$ cat src/rtl/way_pair_pkg.sv
package way_pair_pkg;
  typedef enum logic {
    WAY_A = 1'b0,
    WAY_B = 1'b1
  } way_id_t;

  localparam int unsigned NUM_WAYS = 2;

  function automatic logic [NUM_WAYS-1:0] way_onehot(input way_id_t w);
    logic [NUM_WAYS-1:0] r;
    r = '0;
    r[w] = 1'b1;
    return r;
  endfunction
endpackage

$ cat src/rtl/wp_hit_resolve.sv
module wp_hit_resolve
  import way_pair_pkg::*;
(
  input  logic                lookup,
  input  logic [NUM_WAYS-1:0] tag_match,
  input  logic [NUM_WAYS-1:0] line_valid,
  output logic                any_hit,
  output way_id_t             hit_way
);
  logic [NUM_WAYS-1:0] qual;

  always_comb begin
    qual    = tag_match & line_valid;
    any_hit = lookup & (|qual);
    hit_way = qual[0] ? WAY_A : WAY_B;
  end
endmodule

$ cat src/rtl/wp_victim_track.sv
module wp_victim_track
  import way_pair_pkg::*;
(
  input  logic                clk,
  input  logic                rst,
  input  logic                counted,
  input  logic                capture,
  input  logic [NUM_WAYS-1:0] line_valid,
  output way_id_t             pick_now,
  output way_id_t             held_victim
);
  logic    toggle_q;
  logic    toggle_post;
  way_id_t held_q;

  always_comb begin
    toggle_post = toggle_q ^ counted;
    unique case (line_valid)
      2'b11:   pick_now = way_id_t'(toggle_post);
      2'b01:   pick_now = WAY_B;
      default: pick_now = WAY_A;
    endcase
  end

  always_ff @(posedge clk) begin
    if (rst) begin
      toggle_q <= 1'b0;
      held_q   <= WAY_A;
    end else begin
      toggle_q <= toggle_post;
      if (capture) held_q <= pick_now;
    end
  end

  assign held_victim = held_q;
endmodule

$ cat src/rtl/wp_read_mux.sv
module wp_read_mux
  import way_pair_pkg::*;
#(
  parameter int unsigned W = 8
) (
  input  logic                        en,
  input  way_id_t                     sel,
  input  logic [NUM_WAYS-1:0][W-1:0] bundle_in,
  output logic [W-1:0]                bundle_out
);
  always_comb begin
    bundle_out = en ? bundle_in[sel] : '0;
  end
endmodule

$ cat src/rtl/wp_strobe_steer.sv
module wp_strobe_steer
  import way_pair_pkg::*;
(
  input  logic                en,
  input  logic                cmp,
  input  logic                wr,
  input  way_id_t             raw_way,
  output logic [NUM_WAYS-1:0] en_out,
  output logic [NUM_WAYS-1:0] wr_out
);
  logic [NUM_WAYS-1:0] raw_mask;

  assign raw_mask = way_onehot(raw_way);

  for (genvar g = 0; g < NUM_WAYS; g++) begin : g_way
    always_comb begin
      en_out[g] = en & (cmp | raw_mask[g]);
      wr_out[g] = en & wr & (cmp | raw_mask[g]);
    end
  end
endmodule

$ cat src/rtl/way_pair_ctrl.sv
module way_pair_ctrl
  import way_pair_pkg::*;
#(
  parameter int unsigned DATA_W = 16,
  parameter int unsigned TAG_W  = 5
) (
  input  logic                              clk,
  input  logic                              rst,
  input  logic                              req_en,
  input  logic                              req_cmp,
  input  logic                              req_wr,
  input  logic                              req_count,
  input  logic [1:0]                        way_hit,
  input  logic [1:0]                        way_valid,
  input  logic [1:0]                        way_dirty,
  input  logic [1:0][TAG_W-1:0]             way_tag,
  input  logic [1:0][DATA_W-1:0]            way_data,
  output logic                              hit,
  output logic [DATA_W-1:0]                 rd_data,
  output logic [TAG_W-1:0]                  rd_tag,
  output logic                              rd_valid,
  output logic                              rd_dirty,
  output logic                              victim_way,
  output logic [1:0]                        way_en,
  output logic [1:0]                        way_wr
);
  localparam int unsigned BUNDLE_W = TAG_W + DATA_W + 2;

  logic    lookup;
  logic    counted;
  logic    capture;
  logic    any_hit;
  way_id_t hit_way;
  way_id_t pick_now;
  way_id_t held_victim;
  way_id_t rd_sel;

  logic [NUM_WAYS-1:0][BUNDLE_W-1:0] bundle;
  logic [BUNDLE_W-1:0]               picked;

  assign lookup  = req_en & req_cmp;
  assign counted = req_en & req_count;

  wp_hit_resolve u_hit (
    .lookup     (lookup),
    .tag_match  (way_hit),
    .line_valid (way_valid),
    .any_hit    (any_hit),
    .hit_way    (hit_way)
  );

  assign capture = lookup & req_count & ~any_hit;

  wp_victim_track u_vict (
    .clk         (clk),
    .rst         (rst),
    .counted     (counted),
    .capture     (capture),
    .line_valid  (way_valid),
    .pick_now    (pick_now),
    .held_victim (held_victim)
  );

  always_comb begin
    if (req_cmp) rd_sel = any_hit ? hit_way : pick_now;
    else         rd_sel = held_victim;
  end

  for (genvar g = 0; g < NUM_WAYS; g++) begin : g_bundle
    assign bundle[g] = {way_tag[g], way_data[g], way_valid[g], way_dirty[g]};
  end

  wp_read_mux #(.W(BUNDLE_W)) u_mux (
    .en         (req_en),
    .sel        (rd_sel),
    .bundle_in  (bundle),
    .bundle_out (picked)
  );

  assign {rd_tag, rd_data, rd_valid, rd_dirty} = picked;
  assign hit        = any_hit;
  assign victim_way = held_victim;

  wp_strobe_steer u_steer (
    .en      (req_en),
    .cmp     (req_cmp),
    .wr      (req_wr),
    .raw_way (held_victim),
    .en_out  (way_en),
    .wr_out  (way_wr)
  );
endmodule

$ cat config.mk
export PLATFORM = sky130hd
export DESIGN_NAME = way_pair_ctrl
export DESIGN_NICKNAME = d
export VERILOG_FILES = /design/src/rtl/way_pair_pkg.sv /design/src/rtl/wp_hit_resolve.sv /design/src/rtl/wp_victim_track.sv /design/src/rtl/wp_read_mux.sv /design/src/rtl/wp_strobe_steer.sv /design/src/rtl/way_pair_ctrl.sv
export SDC_FILE = /design/constraint.sdc
export NUM_CORES = 1
export LEC_CHECK = 0
export BUFFER_PORTS_ARGS = -buffer_cell sky130_fd_sc_hd__buf_2
export CAP_MARGIN = 15
export CORE_MARGIN = 10
export CORE_UTILIZATION = 34
export DETAILED_ROUTE_END_ITERATION = 8
export PLACE_DENSITY = 0.85
export SYNTH_ARGS = -nofsm -noshare
export SYNTH_HDL_FRONTEND = slang
export SYNTH_SLANG_ARGS = --single-unit
$ cat constraint.sdc
create_clock -name clk -period 2.07 [get_ports clk]
set_clock_uncertainty 0.05 [all_clocks]
set_input_delay 0.207 -clock clk [delete_from_list [all_inputs] [get_ports clk]]
set_output_delay 0.207 -clock clk [all_outputs]
set_load 0.01 [all_outputs]
# --- After elaboration in Yosys (flattened, before gate mapping) ---
# Cells that the tools add are included.
totals:
  regBits: 2
  in_bits: 54
classes:
  order_cmp: 3
  n_eq_ne: 2
  muxes: 9
  n_bitwise: 15
  n_reduce_logical: 2
ops:
  columns: ["op", "count"]
  rows:
  - ["2-to-1 mux 23 bit", 3]
  - ["bitwise AND 1 bit", 10]
  - ["< comparator 1 x 2 -> 1 bit, second input constant", 2]
  - ["2-to-1 mux 1 bit", 4]
  - ["bitwise AND 2 bit", 1]
  - ["equality test 2 x 1 -> 1 bit, second input constant", 1]
  - ["equality test 2 bit, second input constant", 1]
  - ["OR 1 bit", 2]
  - ["one-hot mux 1 bit (2 select lines)", 1]
  - ["OR reduction 2 bit", 1]
  - ["demux 1 bit (select 1 bit)", 1]
  - ["greater-or-equal comparator 1 bit, second input constant", 1]
  - ["logical AND 1 bit", 1]
  - ["inverter 1 bit", 1]
  - ["XOR 1 bit", 1]

# --- Depth between registers and ports, before layout ---
# Gate-level depths: netlist (run 1).
logic_depth:
  word_depth: 8
  mapped_depth: 7
  depth_no_buf: 4

# --- Modules after synthesis ---
# A second synthesis (run 1) with hierarchy kept.
unflattened:
  hier_cells: 76
  area_unflattened_um2: 624.3
modules_own_cells:
  columns: ["module", "n_inst", "cells_each", "area_each_um2", "seq_area_each_um2"]
  rows:
  - ["wp_read_mux", 1, 51, 432.9, 0.0]
  - ["wp_victim_track", 1, 9, 92.6, 40.0]
  - ["way_pair_ctrl", 1, 6, 43.8, 0.0]
  - ["wp_strobe_steer", 1, 7, 33.8, 0.0]
  - ["wp_hit_resolve", 1, 3, 21.3, 0.0]

# --- Least setup slack after synthesis (run 1) ---
# OpenSTA, ideal clock, no wires.
synth_path:
  kind: "input to output"
  start: "in req_en"
  end: "out rd_data[0]"
  t_arrival_ps: 1404
  required_ps: 1813
  slack_ps: 409
  cell_stages: 7
  path_cell_list: "buf_4 and2_4 o211ai_2 o221a_1 buf_6 buf_6 mux2i_1"
synth_via:
  elab_chain_len: 8
synth_rtl:
  columns: ["element", "line_no", "text"]
  rows:
  - ["start, declared", "way_pair_ctrl.sv:9", "input logic req_en,"]
  - ["bitwise AND 1 bit", "way_pair_ctrl.sv:42", "assign counted = req_en & req_count;"]
  - ["XOR 1 bit", "wp_victim_track.sv:17", "toggle_post = toggle_q ^ counted;"]
  - ["one-hot mux 1 bit (2 select lines)", "wp_victim_track.sv:18", "unique case (line_valid)"]
  - ["2-to-1 mux 1 bit (2 in series)", "way_pair_ctrl.sv:65", "if (req_cmp) rd_sel = any_hit ? hit_way : pick_now;"]
  - ["2-to-1 mux 23 bit (not written as such) (2 in series)", "wp_read_mux.sv:12", "bundle_out = en ? bundle_in[sel] : '0;"]
  - ["2-to-1 mux 23 bit (*)", "wp_read_mux.sv:12", null]
  - ["end, declared", "way_pair_ctrl.sv:19", "output logic [DATA_W-1:0] rd_data,"]
# Every way passes the cells marked *; elsewhere a longest branch is shown, timed or not. The select of a mux whose other input is x is not followed.

# --- Final worst setup path (run 1) ---
layout_path:
  start: "reg u_vict.toggle_q"
  end: "out rd_data[2]"
layout_via:
  elab_chain_len: 7
layout_rtl:
  columns: ["element", "line_no", "text"]
  rows:
  - ["start, declared", "wp_victim_track.sv:12", "logic toggle_q;"]
  - ["start signal, assigned", "wp_victim_track.sv:30", "toggle_q <= toggle_post;"]
  - ["XOR 1 bit", "wp_victim_track.sv:17", null]
  - ["one-hot mux 1 bit (2 select lines)", "wp_victim_track.sv:18", null]
  - ["2-to-1 mux 1 bit (2 in series)", "way_pair_ctrl.sv:65", null]
  - ["2-to-1 mux 23 bit (not written as such) (2 in series)", "wp_read_mux.sv:12", null]
  - ["2-to-1 mux 23 bit", "wp_read_mux.sv:12", null]
# No other way between the ends. The select of a mux whose other input is x is not followed.

==> results of run 1 <==
[cell usage in the layout, fill, tap and decap left out, types with 2 or more instances in the layout]
cell type / count
buf_4: 3
clkbuf_4: 3
nand2_1: 51
nand4_1: 2
buf_2: 82
and2_1: 3
mux2i_1: 24
dfxtp_1: 2
nand2b_1: 2
[state kept, by name, indices dropped and copies added, names as in the netlist]
signal / cells
u_vict.held_victim: 1
u_vict.toggle_q: 1
[worst min path at each step]
stage,from,end
finish,rst,u_vict.held_victim
global route,rst,u_vict.held_victim
CTS,rst,u_vict.held_victim
detailed placement,rst,u_vict.toggle_q
global placement,rst,u_vict.held_victim
floorplan,rst,u_vict.held_victim
[logic make-up (layout without fill, tap and decap cells)]
family                 Yosys count  count (layout)
XOR/XNOR                         1               1
multiplexers                    24              24
AO/OA/AOI/OAI                    4               4
AND/OR/NAND/NOR                 62              62
buffers and inverters           10              90
flip-flops                       2               2
[layout make-up]
class	count	area, µm²	share of cell area
Clock buffer	3	22.5	0.0207
Sequential cell	2	40.0	0.0367
Inverter	1	3.75	0.00344
Multi-Input combinational cell	91	548	0.503
Timing Repair Buffer	86	444	0.408
Tap cell	25	31.3	0.0287
[stage by stage]
stage | hold WS (ns) | instance area (µm²) | power, W
after floorplan | 0.229 | 652 | 0.000174
after global placement | 0.333 | 1060 | 0.000268
after detailed placement | 0.338 | 1060 | 0.000276
after CTS | 0.0936 | 1090 | 0.000372
after global routing | 0.112 | 1090 | 0.000397
final | 0.102 | 1090 | 0.000365
[power by group through the flow]
stage               clock network (W)  logic (W)  registers [W]
floorplan                           0   0.000131      0.0000431
global placement                    0   0.000225      0.0000434
detailed placement                  0   0.000233      0.0000433
CTS                         0.0000954   0.000234      0.0000427
global route                0.0000993   0.000255      0.0000430
finish                      0.0000906   0.000231      0.0000427
[metal layers]
metal	share of wire	routed length, µm	up-vias
met1	0.35	997	409
met5	0	0	-
li1	-	-	501
met4	0	0	0
met2	0.53	1500	49
met3	0.11	314	0
==> impl_results.md, run 1 <==
* Outcome: complete, no violations
* Post-synthesis simple-gate area fraction at 0.399
* Buf/Inv on CP at 2
* Critical path's slowest cell: dfxtp_1
* Clk_lat worst skew at 0.23 ns
* Max Cap Viol at 0
* Layout cells sized above 1 at 0.497
* Critical path launch point: u_vict.toggle_q
* CP arrival at 1.70 ns
* Synth Area in Compound Gates at 0.0595
* Top delay family on crit path: compound AO/OA/AOI/OAI gates
* Peak VDD IR at 0.000262 V
* Crit path cell chain: nand2b_1 > o211ai_2 > o221a_1 > buf_4 > mux2i_1 > buf_2
* Core ar. at 0.00176 mm²
* GR Layer Usage met2 at 0.252
* Leak at 0.758 nW
* Worst hold path type: in -> reg
* Port Buf Inserts at 82
* Xor/xnor cell area share of the yosys netlist at 0.0134
* Slew margin rel. at 0.835
* Post-synth cell types at 19
* Final-stage net count at 239
* Prevailing post-synth register cell: dfxtp_1
* Worst EP required at 1.81 ns
* Die X at 63.8 µm
* Setup CP Type: reg -> out
* Critical Path End: rd_data[2]
* Synth top area share at 0.369
* RePlAce Congestion at 0.835
* Most crowded layer after global routing: met2
* R2R Setup Slk at 1.07 ns
* CTS Hold Buffers Added at 0
* Clock power frac at 0.249
* Syn Std Cell Area at 652 µm²
* Switch share at 0.392
* Multiplexer area fraction after synthesis at 0.369
* GRT Util Overall at 0.127
* Fillers at 180
* Largest net degree at the start of global routing at 30
* Seq/Total Area, Yosys at 0.0614
* Pre-CTS setup slack at 0.272 ns
* WL per Instance at 13.5 µm
* Syn Nets at 157
* Worst path depth at 6
* Yosys reg bits at 2
* GRT met1 Usage at 0.111
* Layout area overhead at 67.2%
* Met3 usage at 0.0610
* Yosys top cell by area: mux2i_1
* Die Height at 63.8 µm
* Setup Buffers After CTS at 0
* Maximum buffer depth of the clock tree at 2
* Net Sw Power at 0.000143 W
* H-Tree Depth at 1
* Ant diodes at 0
* CP max stage delay at 0.32 ns
* Dpl cells at 205
* Power share of the sequential group at 0.117
* Total routed wirelength at 2810 µm
* Io pins at 83
* TritonCTS clock tree: done
* Fmax achieved at 511 MHz
* DRT iter0 DRCs at 38
* Sum of negative setup slack at 0 ns
* Critical path endpoint category: output port
* CTS Sinks at 2
* Synth Area in Adders at 0
* Cells after Synth at 103
* Worst slew pin tran at 0.248 ns
* Finished Core Util at 0.618
* Vias/cell at 4.61
* RSZ-0062 raised after global routing: true
* RR Startpoint: u_vict.toggle_q
* Commonest cells in the netlist: 51 x nand2_1, 24 x mux2i_1, 5 x clkbuf_1
* Residual DRC at 0
* Main area contributors after synthesis: mux2i_1 37%, nand2_1 29%, dfxtp_1 6.1%
* Cell with the most instances after synthesis: nand2_1
* Startpoint types: flop
* Synth warnings at 0
* Post-Syn Area per Cell at 6.33 µm²
* Clock-pin transition on the worst setup and hold timing paths at 0.03 ns
* Remaining antenna violation count at 0
* Crit path time final at 1.96 ns
* Final period util at 0.945
* Largest family of logic cells by synthesized area: simple AND/OR/NAND/NOR gates
* Pre-antenna DRT Iters at 4
* Post-CTS sizing at 0
* First-pass GRT wire length at 4340 µm
* Hold depth at 2
* Initial antenna violation count at 0
* Post-synth ARST share at 0
* Fin. Hold Viols at 0
* Pwr dens at 335 mW/mm²
* Cell Rows at 15
* Dpl hpwl at 2460 µm
* Gr ovfl total at 0
* Internal power at 0.000222 W
* Max-slew violations at 0
* Reg2Reg Depth at 4
* Setup violators final at 0
* Final Non-Filler Cells at 208
* Logic pwr share at 0.634
* Final WS setup at 0.115 ns
* Initial Utilization at 0.370
* Die area at 0.00407 mm²
* Post-synth EDFFs at 0
* Worst-path maximum fanout at 9
* Vias in the first global route at 987
* Reg2reg end: u_vict.held_victim
* Clk root buf: clkbuf_4
* Vias at 959
* TritonCTS Buffers at 3
Power figures use the tool's default switching activity.
==> run 2, diff against run 1 <==
Settings changed: CORE_UTILIZATION 34 to 31, PLACE_DENSITY 0.85 to 0.8, SYNTH_HIERARCHICAL from default to 1.
Clock period 2.07 ns to 2.24 ns, I/O delays scaled along.
==> run 2 against run 1 <==
  * Combinational power fell by 6%
  * Non-clock buffer count fell by 2
  * Critical endpoint is now rd_data[13]
  * Synthesized area fell by 4.2%
  * Routed wire length fell by 5.3%
  * Final cell count fell by 11%
  * Clock power fell by 17%
  * Sequential cell count did not move
  * Sequential power fell by 6.8%
  * Sequential share of layout area rose by 0.064 points
  * Critical path type unchanged
  * Global-route usage fell by 0.97 points
  * Worst setup slack improved by 0.0090 ns
  * First-iteration DRC count fell by 18%
==> impl_results.md, run 2 <==
* Final-stage net count at 214
* Switch share at 0.361
* Maximum buffer depth of the clock tree at 2
* Clock power frac at 0.227
* Prevailing post-synth register cell: dfxtp_1
* Layout area overhead at 71.5%
* Syn Std Cell Area at 624 µm²
* Setup Buffers After CTS at 0
* Pwr dens at 309 mW/mm²
* Power share of the sequential group at 0.120
* Startpoint types: flop
* Pre-antenna DRT Iters at 2
* Logic pwr share at 0.653
* Ant diodes at 0
* Most used cell, CP: mux2i_1
* Cells after Synth at 76
* Die X at 64.9 µm
* Crit path time final at 2.12 ns
* Yosys reg bits at 2
* H-Tree Depth at 1
* Internal power at 0.000211 W
* Initial antenna violation count at 0
* Commonest non-fill, non-tap cell in the layout: buf_2
* Total routed wirelength at 2670 µm
* R2R Setup Slk at 1.21 ns
* Clk_lat worst skew at 0.22 ns
* Synth top area share at 0.385
* Vias/cell at 4.47
* Fillers at 195
* Clock-pin transition on the worst setup and hold timing paths at 0.03 ns
* Post-CTS sizing at 0
* Crit path cell chain: xnor2_1 > a21boi_0 > mux2i_1 > a21oi_4 > buf_12 > mux2i_1 > nor2b_1 > buf_2
* Remaining antenna violation count at 0
* WL per Instance at 14.4 µm
* CTS Sinks at 2
* TritonCTS clock tree: done
* Post-Syn Area per Cell at 8.22 µm²
* Yosys top cell by area: mux2i_1
* Worst-path maximum fanout at 23
* Die Height at 64.9 µm
* Most frequent cells in the layout: 82 x buf_2, 24 x mux2i_1, 24 x nor2b_1
* Port Buf Inserts at 82
* Worst hold path type: in -> reg
* Finished Core Util at 0.552
* Vias at 827
* Peak VDD IR at 0.000315 V
* Worst slew pin tran at 0.290 ns
* GRT Util Overall at 0.117
* Layout cells sized above 1 at 0.582
* Leak at 0.608 nW
* TritonCTS Buffers at 3
* Synth warnings at 6
* Core ar. at 0.00194 mm²
* CP arrival at 1.84 ns
* Fin. Hold Viols at 0
* Initial Utilization at 0.322
* Residual DRC at 0
* Worst EP required at 1.97 ns
* Placed standard-cell area at 0.00105 mm²
* Syn Nets at 130
* Seq/Total Area, Yosys at 0.0641
* Dpl hpwl at 2370 µm
* Outcome: complete, no violations
* Vias in the first global route at 890
* RSZ-0062 raised after global routing: false
* Io pins at 83
* Final Power at 0.000331 W
* Slew margin rel. at 0.801
* Main area contributors after synthesis: mux2i_1 38%, nor2b_1 24%, buf_12 6.4%
* CP max stage delay at 0.30 ns
* Setup violators final at 0
* Final period util at 0.945
* Net Sw Power at 0.000120 W
* Post-synth cell types at 21
* Max-slew violations at 0
* Largest net degree at the start of global routing at 26
* Final Non-Filler Cells at 185
* Cell Rows at 16
* First-pass GRT wire length at 4130 µm
* Dpl cells at 182
* Critical path endpoint category: output port
* Die area at 0.00421 mm²
* Max Cap Viol at 0
* Fmax achieved at 473 MHz
* Clk root buf: clkbuf_4
* Commonest cells in the netlist: 24 x mux2i_1, 24 x nor2b_1, 4 x nor2_1
* Post-synth EDFFs at 0
* Gr ovfl total at 0
* Sum of negative setup slack at 0 ns
* Setup CP Type: reg -> out
* DRT iter0 DRCs at 31
* Design Area, Final at 0.00107 mm²
* Critical path's slowest cell: dfxtp_1
* RePlAce Congestion at 0.785
* CTS Hold Buffers Added at 0
* Post-synth ARST share at 0
run 2: cell types whose count changed after synthesis, moves of 3 or more:
cell	previous run	this run
clkbuf_1	5	2
nand2_1	51	3
nor2_1	1	4
nor2b_1	1	24
run 2: metal layers:
layer | routed length, µm | track usage | up-vias | share of wire
met5 | 0 | 0 | - | 0
met4 | 0 | 0.0160 | 0 | 0
met3 | 188 | 0.0412 | 0 | 0.071
met2 | 1600 | 0.246 | 30 | 0.60
met1 | 873 | 0.103 | 371 | 0.33
li1 | - | - | 426 | -
run 2: worst paths after layout:
path                      start  depth (start not counted)                 end
max             u_vict/toggle_q                          8         rd_data[13]
min                         rst                          2     u_vict/toggle_q
max reg2reg  u_vict/held_victim                          2  u_vict/held_victim
min reg2reg     u_vict/toggle_q                          2     u_vict/toggle_q
run 2: area by class of cell:
| class | count | area (µm²) | area share |
|---|---|---|---|
| Tap cell | 27 | 33.8 | 0.0315 |
| Inverter | 1 | 3.75 | 0.00350 |
| Sequential cell | 2 | 40.0 | 0.0374 |
| Timing Repair Buffer | 84 | 438 | 0.409 |
| Clock buffer | 3 | 22.5 | 0.0210 |
| Multi-Input combinational cell | 68 | 533 | 0.498 |
run 2: cells by family (layout without fill, tap and decap cells):
family | Yosys count | in the layout | share of synthesized area
AOI/OAI and AO/OA | 6 | 6 | 0.0722
xor gates and xnor gates | 1 | 1 | 0.0140
buffers and inverters | 6 | 88 | 0.100
DFF | 2 | 2 | 0.0641
muxes | 24 | 24 | 0.385
and+or+nand+nor | 37 | 37 | 0.365
run 2: power by group through the flow:
stage	Combinational, W	Clock (W)	Sequential, W
after global placement	0.000212	0	0.0000402
final	0.000216	0.0000751	0.0000398
after CTS	0.000219	0.0000787	0.0000399
after floorplan	0.000128	0	0.0000402
after detailed placement	0.000219	0	0.0000404
after global routing	0.000236	0.0000840	0.0000402
run 2: through the flow:
stage / hold slack [ns] / worst slack, ns
floorplan: 0.246 / 0.508
global placement: 0.380 / 0.263
detailed placement: 0.394 / 0.175
CTS: 0.167 / 0.137
global route: 0.182 / 0.0204
finish: 0.170 / 0.124
run 2: worst max-delay path: cells and delay by family, from the launching register on:
kind	cells	cell delay, ns
flip-flops	1	0.30
buffers and inverters	2	0.32
XOR/XNOR	1	0.25
AND/OR/NAND/NOR	1	0.12
AO/OA/AOI/OAI	2	0.23
multiplexers	2	0.39
==> run 3, diff against run 2 <==
Clock period 2.24 ns to 2.2 ns, I/O delays scaled along.
==> run 3 against run 2 <==
  * Worst setup slack worse by 0.031 ns
  * Worst hold slack worse by 0.030 ns
  * Combinational power up 14%
  * Sequential share of layout area down 0.13 points
  * Highest routed layer is now met4
  * Register-to-register slack worse by 0.06 ns
  * Final cell count up 1.6%
  * Via count up 3.0%
  * Power up 13%
  * Global-route usage up 0.41 points
  * Critical endpoint is now rd_data[14]
==> impl_results.md, run 3 (synthesis gave the netlist of run 2 again) <==
* Outcome: complete, no violations
* Setup CP Type: reg -> out
* Pwr dens at 326 mW/mm²
* Gr ovfl total at 0
* Initial Utilization at 0.322
* CTS Hold Buffers Added at 0
* First-pass GRT wire length at 4170 µm
* Worst-path maximum fanout at 6
* Layout cells sized above 1 at 0.609
* Final WS setup at 0.0924 ns
* Maximum buffer depth of the clock tree at 2
* Vias/cell at 4.53
* Setup violators final at 0
* Pre-antenna DRT Iters at 4
* Pre-CTS setup slack at 0.150 ns
* Fmax achieved at 474 MHz
* Placed standard-cell area at 0.00105 mm²
* Worst EP required at 1.93 ns
* Core ar. at 0.00194 mm²
* GRT Util Overall at 0.121
* Port Buf Inserts at 82
* Sum of negative setup slack at 0 ns
* Total routed wirelength at 2930 µm
* Finished Core Util at 0.590
* Clk root buf: clkbuf_4
* TritonCTS clock tree: done
* Max Cap Viol at 0
* Ant diodes at 0
* CP arrival at 1.84 ns
* Die Height at 64.9 µm
* Layout area overhead at 83.4%
* Fin. Hold Viols at 0
* Peak VDD IR at 0.000330 V
* Max-slew violations at 0
* Critical path endpoint category: output port
* Most frequent cells in the layout: 82 x buf_2, 24 x nor2b_1, 23 x mux2i_1
* Design Area, Final at 0.00114 mm²
* Worst hold path type: in -> reg
* Crit path time final at 2.11 ns
* R2R Setup Slk at 1.15 ns
* Final-stage net count at 217
* Slew margin rel. at 0.783
* Clk_lat worst skew at 0.23 ns
* Die area at 0.00421 mm²
* Vias at 852
* Initial antenna violation count at 0
* Leak at 0.641 nW
* Worst slew pin tran at 0.320 ns
* WL per Instance at 15.6 µm
* DRT iter0 DRCs at 28
* Startpoint types: flop
* Die X at 64.9 µm
* H-Tree Depth at 1
* RSZ-0062 raised after global routing: true
* Post-route worst hold slack at 0.140 ns
* Residual DRC at 0
* Final period util at 0.958
* Io pins at 83
* Cell Rows at 16
* RePlAce Congestion at 0.780
* Setup Buffers After CTS at 0
* TritonCTS Buffers at 3
* Commonest non-fill, non-tap cell in the layout: buf_2
* Largest net degree at the start of global routing at 26
* Vias in the first global route at 918
* Clock-pin transition on the worst setup and hold timing paths at 0.03 ns
* CTS Sinks at 2
* Remaining antenna violation count at 0
## run 3: final timing paths
kind,startpoint,endpoint,cells past startpoint
min,rst,u_vict/toggle_q,2
min reg2reg,u_vict/toggle_q,u_vict/toggle_q,2
max,u_vict/toggle_q,rd_data[14],8
max reg2reg,u_vict/held_victim,u_vict/held_victim,2
## run 3: what timing repair did
action / in CTS / in global routing
hold endpoints to repair: 0 / 0
endpoints found under the setup margin: 0 / 6
resized for setup: 0 / 4
## run 3: per-stage QoR
step                      total power [W]  cells
after CTS                        0.000355    185
after global routing             0.000407    188
after detailed placement         0.000263    182
after floorplan                  0.000171     76
after global placement           0.000256    182
final                            0.000374    188
## run 3: power breakdown
group	total (W)	internal, W	leakage (nW)	switching [W]
Combinational	0.000246	0.000136	0.611	0.000110
Clock	0.0000864	0.0000606	0.0138	0.0000258
Sequential	0.0000415	0.0000392	0.0167	0.00000232
Total	0.000374	0.000235	0.641	0.000138
## run 3: critical path, stage by stage (launching register included)
cell	delay (ns)
dfxtp_2	0.32
xnor2_2	0.15
a21boi_1	0.13
mux2i_1	0.12
a21oi_4	0.28
clkbuf_16	0.22
mux2i_1	0.19
nor2b_1	0.06
buf_2	0.13
## run 3: layout make-up
class                      instances  area (µm²)
timing repair buffer              87         499
inverter                           1        3.75
fill                             181         797
sequential                         2        41.3
multi-input combinational         68         544
clock buffer                       3        22.5
tap                               27        33.8
## run 3: routing by layer
metal,vias up,global-route usage,part of all wire
met5,-,0,0
met4,0,0.0508,0.0089
met3,2,0.0395,0.071
met2,34,0.249,0.60
met1,384,0.101,0.32
li1,432,-,-
